===== src/rtl/uart_irq_pkg.sv =====
package uart_irq_pkg;

    // Identification codes; the numeric values are read by software.
    typedef enum logic [2:0] {
        ID_MODEM   = 3'b000,
        ID_THRE    = 3'b001,
        ID_RXDATA  = 3'b010,
        ID_LINE    = 3'b011,
        ID_TIMEOUT = 3'b110
    } irq_id_e;

    typedef enum logic [1:0] {
        TO_IDLE,
        TO_COUNT,
        TO_FIRED
    } to_state_e;

    localparam logic [3:0] IIR_UPPER = 4'b1100;

    // Latched edge-set sources, index into the flag vector
    localparam int FL_LINE  = 0;
    localparam int FL_THRE  = 1;
    localparam int FL_MODEM = 2;
    localparam int FL_NUM   = 3;

    function automatic int unsigned trig_level(input logic [1:0] code);
        unique case (code)
            2'd0: return 1;
            2'd1: return 4;
            2'd2: return 8;
            default: return 14;
        endcase
    endfunction

endpackage


===== src/rtl/uart_irq_flag.sv =====
module uart_irq_flag (
    input  logic clk,
    input  logic rst_n,
    input  logic src,
    input  logic clr,
    output logic pend
);
    logic src_q;
    logic rise;

    assign rise = src & ~src_q;

    always_ff @(posedge clk) begin
        if (!rst_n) begin
            src_q <= 1'b0;
            pend  <= 1'b0;
        end else begin
            src_q <= src;
            // a new event in the clearing cycle keeps the source pending
            pend  <= rise | (pend & ~clr);
        end
    end
endmodule


===== src/rtl/uart_irq_timeout.sv =====
module uart_irq_timeout
    import uart_irq_pkg::*;
#(
    parameter int CNT_W  = 5,
    parameter int DIV_W  = 16,
    parameter int BITS_W = 4
) (
    input  logic              clk,
    input  logic              rst_n,
    input  logic [CNT_W-1:0]  fifo_cnt,
    input  logic              fifo_access,
    input  logic [DIV_W-1:0]  divisor,
    input  logic [BITS_W-1:0] char_bits,
    output logic              fired
);
    localparam int TMR_W = DIV_W + BITS_W + 6;

    to_state_e        state, state_n;
    logic [TMR_W-1:0] tmr, tmr_n;
    logic [TMR_W-1:0] limit;
    logic             nonempty;

    // four characters of sixteen ticks per bit
    assign limit    = (TMR_W'(divisor) * TMR_W'(char_bits)) << 6;
    assign nonempty = (fifo_cnt != '0);

    always_comb begin
        state_n = state;
        tmr_n   = tmr;
        unique case (state)
            TO_IDLE: begin
                if (nonempty) begin
                    state_n = TO_COUNT;
                    tmr_n   = '0;
                end
            end
            TO_COUNT: begin
                if (!nonempty) begin
                    state_n = TO_IDLE;
                end else if (fifo_access) begin
                    tmr_n = '0;
                end else if (tmr >= limit - 1'b1) begin
                    state_n = TO_FIRED;
                end else begin
                    tmr_n = tmr + 1'b1;
                end
            end
            TO_FIRED: begin
                if (!nonempty) begin
                    state_n = TO_IDLE;
                end else if (fifo_access) begin
                    state_n = TO_COUNT;
                    tmr_n   = '0;
                end
            end
            default: state_n = TO_IDLE;
        endcase
    end

    always_ff @(posedge clk) begin
        if (!rst_n) begin
            state <= TO_IDLE;
            tmr   <= '0;
        end else begin
            state <= state_n;
            tmr   <= tmr_n;
        end
    end

    always_comb begin
        fired = (state == TO_FIRED) && nonempty;
    end
endmodule


===== src/rtl/uart_irq_prio.sv =====
module uart_irq_prio
    import uart_irq_pkg::*;
(
    input  logic    line_p,
    input  logic    rxdata_p,
    input  logic    timeout_p,
    input  logic    thre_p,
    input  logic    modem_p,
    output irq_id_e id,
    output logic    any
);
    always_comb begin
        any = line_p | rxdata_p | timeout_p | thre_p | modem_p;
        if (line_p)         id = ID_LINE;
        else if (rxdata_p)  id = ID_RXDATA;
        else if (timeout_p) id = ID_TIMEOUT;
        else if (thre_p)    id = ID_THRE;
        else                id = ID_MODEM;
    end
endmodule


===== src/rtl/uart_irq_id.sv =====
module uart_irq_id
    import uart_irq_pkg::*;
#(
    parameter int FIFO_DEPTH = 16,
    parameter int DIV_W      = 16,
    parameter int BITS_W     = 4,
    localparam int CNT_W     = $clog2(FIFO_DEPTH + 1)
) (
    input  logic              clk,
    input  logic              rst_n,
    input  logic [3:0]        ier_bits,
    input  logic [1:0]        trig_code,
    input  logic [CNT_W-1:0]  rx_level,
    input  logic              rx_push,
    input  logic              rbr_rd,
    input  logic              line_err,
    input  logic              lsr_rd,
    input  logic              modem_delta,
    input  logic              msr_rd,
    input  logic              thr_empty,
    input  logic              thr_wr,
    input  logic              iir_rd,
    input  logic [DIV_W-1:0]  divisor,
    input  logic [BITS_W-1:0] char_bits,
    output logic              irq,
    output logic [7:0]        iir
);
    logic [FL_NUM-1:0] fl_src, fl_clr, fl_pend;
    logic              to_fired;
    logic              rxdata;
    irq_id_e           cur_id;
    logic              cur_any;
    logic              thre_shown;

    assign rxdata = int'(rx_level) >= int'(trig_level(trig_code));

    uart_irq_timeout #(
        .CNT_W (CNT_W),
        .DIV_W (DIV_W),
        .BITS_W(BITS_W)
    ) u_timeout (
        .clk        (clk),
        .rst_n      (rst_n),
        .fifo_cnt   (rx_level),
        .fifo_access(rx_push | rbr_rd),
        .divisor    (divisor),
        .char_bits  (char_bits),
        .fired      (to_fired)
    );

    assign thre_shown = iir_rd && cur_any && (cur_id == ID_THRE);

    assign fl_src[FL_LINE]  = line_err;
    assign fl_clr[FL_LINE]  = lsr_rd;
    assign fl_src[FL_THRE]  = thr_empty;
    assign fl_clr[FL_THRE]  = thr_wr | thre_shown;
    assign fl_src[FL_MODEM] = modem_delta;
    assign fl_clr[FL_MODEM] = msr_rd;

    for (genvar g = 0; g < FL_NUM; g++) begin : g_flag
        uart_irq_flag u_flag (
            .clk  (clk),
            .rst_n(rst_n),
            .src  (fl_src[g]),
            .clr  (fl_clr[g]),
            .pend (fl_pend[g])
        );
    end

    uart_irq_prio u_prio (
        .line_p   (fl_pend[FL_LINE]  & ier_bits[2]),
        .rxdata_p (rxdata            & ier_bits[0]),
        .timeout_p(to_fired          & ier_bits[0]),
        .thre_p   (fl_pend[FL_THRE]  & ier_bits[1]),
        .modem_p  (fl_pend[FL_MODEM] & ier_bits[3]),
        .id       (cur_id),
        .any      (cur_any)
    );

    assign iir = {IIR_UPPER, cur_id, ~cur_any};

    always_ff @(posedge clk) begin
        if (!rst_n) irq <= 1'b0;
        else        irq <= cur_any;
    end
endmodule


===== config.mk =====
export PLATFORM = sky130hd
export DESIGN_NAME = uart_irq_id
export DESIGN_NICKNAME = d
export VERILOG_FILES = /design/src/rtl/uart_irq_pkg.sv /design/src/rtl/uart_irq_flag.sv /design/src/rtl/uart_irq_timeout.sv /design/src/rtl/uart_irq_prio.sv /design/src/rtl/uart_irq_id.sv
export SDC_FILE = /design/constraint.sdc
export NUM_CORES = 1
export LEC_CHECK = 0
export BUFFER_PORTS_ARGS = -buffer_cell sky130_fd_sc_hd__buf_2
export CAP_MARGIN = 20
export CORE_MARGIN = 2
export CORE_UTILIZATION = 48
export CTS_CLUSTER_DIAMETER = 30
export DETAILED_ROUTE_END_ITERATION = 6
export GPL_ROUTABILITY_DRIVEN = 0
export MAX_ROUTING_LAYER = met4
export PLACE_DENSITY = 0.75
export REMOVE_ABC_BUFFERS = 1
export SETUP_SLACK_MARGIN = 0.15
export SYNTH_ARGS = -nofsm -noshare
export SYNTH_HDL_FRONTEND = slang
export SYNTH_SLANG_ARGS = --single-unit

===== constraint.sdc =====
create_clock -name clk -period 6.15 [get_ports clk]
set_clock_uncertainty 0.15 [all_clocks]
set_input_delay 0.3075 -clock clk [delete_from_list [all_inputs] [get_ports clk]]
set_output_delay 0.3075 -clock clk [all_outputs]
set_load 0.1 [all_outputs]

==> tab_implementation.tex <==
\begin{tabular}{lr}
\hline
Metric & Value \\
\hline
\multicolumn{2}{l}{\textbf{Global route}} \\
Remaining global-route overflow & 0 \\
Met1 Track Usage GR & 25.7\% \\
Busiest layer in global routing & met2 \\
Global Route met2 Usage & 36.7\% \\
First-pass GRT wire length & 17.8 mm \\
Met3 Usage GRT & 2.35\% \\
Number of antenna violations at the first check in global routing & 0 \\
Tot GR Track Use & 20.6\% \\
Largest net degree at the start of global routing & 30 \\
Vias in the first global route & 4,146 \\
\multicolumn{2}{l}{\textbf{Drt}} \\
Wire length per cell after detailed routing & 13.3 um \\
Number of search-and-repair iterations in the first detailed-routing pass & 4 \\
Vias per cell & 5.64 \\
Total vias in the final route & 4,376 \\
Number of DRC markers in iteration 0 & 176 \\
Final routed DRC violation total & 0 \\
Antenna violation net count after detailed routing & 0 \\
Total length of routed wires & 10.3 mm \\
\multicolumn{2}{l}{\textbf{Power}} \\
PD cells & 210 mW/mm\^{}2 \\
Comb pwr share & 59.3\% \\
Clock share of power & 19.8\% \\
Portion of total power attributed to sequential cells & 20.9\% \\
Internal Pwr Total & 646 uW \\
Switch share & 41.9\% \\
Maximum resistive drop on vdd & 79.6 uV \\
P\_sw & 466 uW \\
Post-layout power & 1110 uW \\
Static power due to leakage & 0.00243 uW \\
\multicolumn{2}{l}{\textbf{Worst setup path}} \\
Register-to-Register Setup Slack & 3130 ps \\
Arrival time at the worst endpoint & 5770 ps \\
Capture point of the worst reg-to-reg path & u\_timeout.tmr[20] \\
FF-to-FF path depth & 9 \\
Crit path capture type & flip-flop \\
Data required time of the worst path & 6170 ps \\
Maximum fanout count along the critical path & 11 \\
Crit Path Class & input port to flip-flop \\
Kind of start point of the critical path & input port \\
R2r startpoint & u\_timeout.tmr[0] \\
\multicolumn{2}{l}{\textbf{Timing}} \\
Final slew viol count & 0 \\
Worst hold slack & 59.1 ps \\
Hold violation count in the final report & 0 \\
Minimum clock period & 5750 ps \\
Normalized max-slew margin & 49.2\% \\
Achievable clock frequency & 174 MHz \\
Final cycle utilization of the critical path & 93.5\% \\
Finish-stage setup viols & 0 \\
Worst-margin pin slew & 755 ps \\
Setup repair after global routing missed its margin & no \\
Total negative slack & 0 ps \\
\multicolumn{2}{l}{\textbf{Placed design}} \\
Post-DP HPWL & 8.49 mm \\
Port buffer count & 46 \\
Dpl cell area & 0.00515 mm\^{}2 \\
Placed cell count & 766 \\
\multicolumn{2}{l}{\textbf{CTS}} \\
Hold Buf Count CTS & 0 \\
H-tree depth reported by CTS & 2 \\
Clock tree from TritonCTS & done \\
Later-pin clock latency in the skew report & 290 ps \\
Total clock sinks & 35 \\
Root Buffer Master & clkbuf\_8 \\
Number of CTS-inserted buffers & 5 \\
Deepest clock path buffer count & 2 \\
Clock-pin transition on the worst setup and hold timing paths & 80 ps \\
\multicolumn{2}{l}{\textbf{Synthesis}} \\
Post-synthesis area per instance & 8.04 um\^{}2 \\
Number of synthesized flops with an enable pin & 0 \\
Area share of the largest cell type after synthesis & 14.8\% \\
Warning count from the yosys run & 0 \\
Number of distinct library cells after synthesis & 70 \\
Proportion of synthesized chip area in sequential cells & 14.8\% \\
Main area contributors after synthesis & dfxtp\_1 (15\%), ha\_1 (13\%), fa\_1 (12\%) \\
Count of state elements after synthesis & 35 \\
Library cell with the largest summed area after synthesis & dfxtp\_1 \\
Cell count after synthesis & 588 \\
Primary flip-flop cell chosen by synthesis mapping & dfxtp\_1 \\
Async set or reset register ratio after synthesis & 0\% \\
Area of the mapped netlist & 0.00473 mm\^{}2 \\
\multicolumn{2}{l}{\textbf{Min path}} \\
Terminating pin of the worst hold path & u\_timeout.state[1] \\
Hold\_sp & rx\_push \\
Hold Path Stages & 2 \\
Worst min-delay path category & input port to flip-flop \\
\multicolumn{2}{l}{\textbf{Final layout}} \\
Number of nets in the final layout & 762 \\
Most frequent cells in the layout & nand2\_1 (54), and2\_1 (54), ha\_1 (50) \\
Area growth syn-to-layout & 11.9\% \\
Layout Cell Area excl Fill & 0.00529 mm\^{}2 \\
Final Instance Count excl. Fillers & 776 \\
Ratio of cells with drive above 1 in the final layout & 15.4\% \\
Antenna cell count & 0 \\
\multicolumn{2}{l}{\textbf{Floorplan}} \\
Number of rows in the core area & 36 \\
Chip width & 103 um \\
Floorplan die height & 103 um \\
Count of boundary I/O pins & 51 \\
Die Outline Area & 0.0107 mm\^{}2 \\
Placeable core area & 0.00968 mm\^{}2 \\
Starting density of the core & 48.8\% \\
\multicolumn{2}{l}{\textbf{Flow run}} \\
Max-capacitance violation count & 0 \\
\multicolumn{2}{l}{\textbf{Status}} \\
Outcome & finished, final reports clean \\
\hline
\end{tabular}
==> stage by stage <==
step,worst slack [ps],util (%)
2_1_floorplan,293,-
3_3_place_gp,138,53.2
3_5_place_dp,-23.4,53.2
4_1_cts,277,54.4
5_1_grt,128,54.6
6_report,398,54.6
==> cells by family after synthesis <==
family,after synthesis,share of synthesized area [%]
multiplexers,1,0.212
AO/OA/AOI/OAI,138,20.7
AND/OR/NAND/NOR,235,27.1
other,2,0.159
buffers and inverters,70,6.38
adder cells (fa/ha/maj),78,25.1
flip-flops,35,14.8
XOR/XNOR,29,5.53
==> critical path, cell delays in order <==
cell      delay (ps)
buf_2            150
nand2_1          100
fa_1             520
fa_1             540
inv_1             60
fa_1             450
a21o_2           260
a311o_1          390
a211oi_1         260
o21bai_1         100
xor2_1           180
nor4_4           360
nand2_1          110
xnor2_1          140
ha_1             300
a21o_1           180
a21o_1           170
a21oi_1          130
o21ai_1          130
a31oi_1          270
nand2_2          150
buf_4            200
o211ai_1         190
o21ai_0          110
==> metal layers <==
| metal | vias to the layer above | part of all wire (%) |
|---|---|---|
| met2 | 97 | 51 |
| met1 | 2077 | 45 |
| li1 | 2190 | - |
| met5 | - | 0 |
| met3 | 12 | 3.1 |
| met4 | 0 | 0.89 |
==> power groups by stage <==
stage / clock [uW] / sequential (uW) / combinational (uW)
after floorplan: 0 / 241 / 490
after global placement: 0 / 237 / 628
after detailed placement: 0 / 237 / 653
after CTS: 225 / 232 / 657
after global routing: 236 / 232 / 742
final: 220 / 232 / 659
==> final cells by class <==
type                    count  area, um^2
clock buffers               6        82.6
inverters                  48         180
well taps                 133         166
flip-flops and latches     35         701
fillers                   891        4390
repair buffers             67         388
clock inverters             2        38.8
multi-input cells         485        3730
==> worst max-delay path by stage <==
stage | startpoint | end | slack [ps] | depth (start not counted)
floorplan | char_bits[3] | u_timeout.tmr[21] | 290 | 23
global placement | char_bits[3] | u_timeout.tmr[21] | 140 | 23
detailed placement | char_bits[3] | u_timeout.tmr[4] | -20 | 26
CTS | char_bits[3] | u_timeout.tmr[4] | 280 | 26
global route | char_bits[3] | u_timeout.state[1] | 130 | 21
finish | char_bits[3] | u_timeout.tmr[4] | 400 | 24
==> timing repair <==
action | in CTS | in global routing
gates resized for setup | 0 | 3
setup endpoints to repair | 0 | 27
buffers inserted | 0 | 2
==> synth_stat cells, drive strengths merged (3+ instances only) <==
master   n
nand3b   4
o31ai    6
a21o    16
inv     48
ha      50
xnor2   21
nor4     6
or2      3
nor2    37
o41ai    6
o21ai   24
buf      8
nand2   55
xor2     8
dfxtp   35
nand3   16
a31o     3
o211ai  19
and3     7
clkbuf  14
o21a     5
a21oi   32
nor2b    3
nand2b  10
nand4   14
a31oi    6
a221oi   3
nor3    13
fa      28
or3      3
and2    55
==> state kept, by name, summed over array words and instances, names as in the netlist <==
| signal | count |
|---|---|
| u_timeout.tmr | 26 |
| g_flag.u_flag.src_q | 3 |
| u_timeout.state | 2 |
| g_flag.u_flag.pend | 3 |
| irq | 1 |
Power figures use the tool's default switching activity.
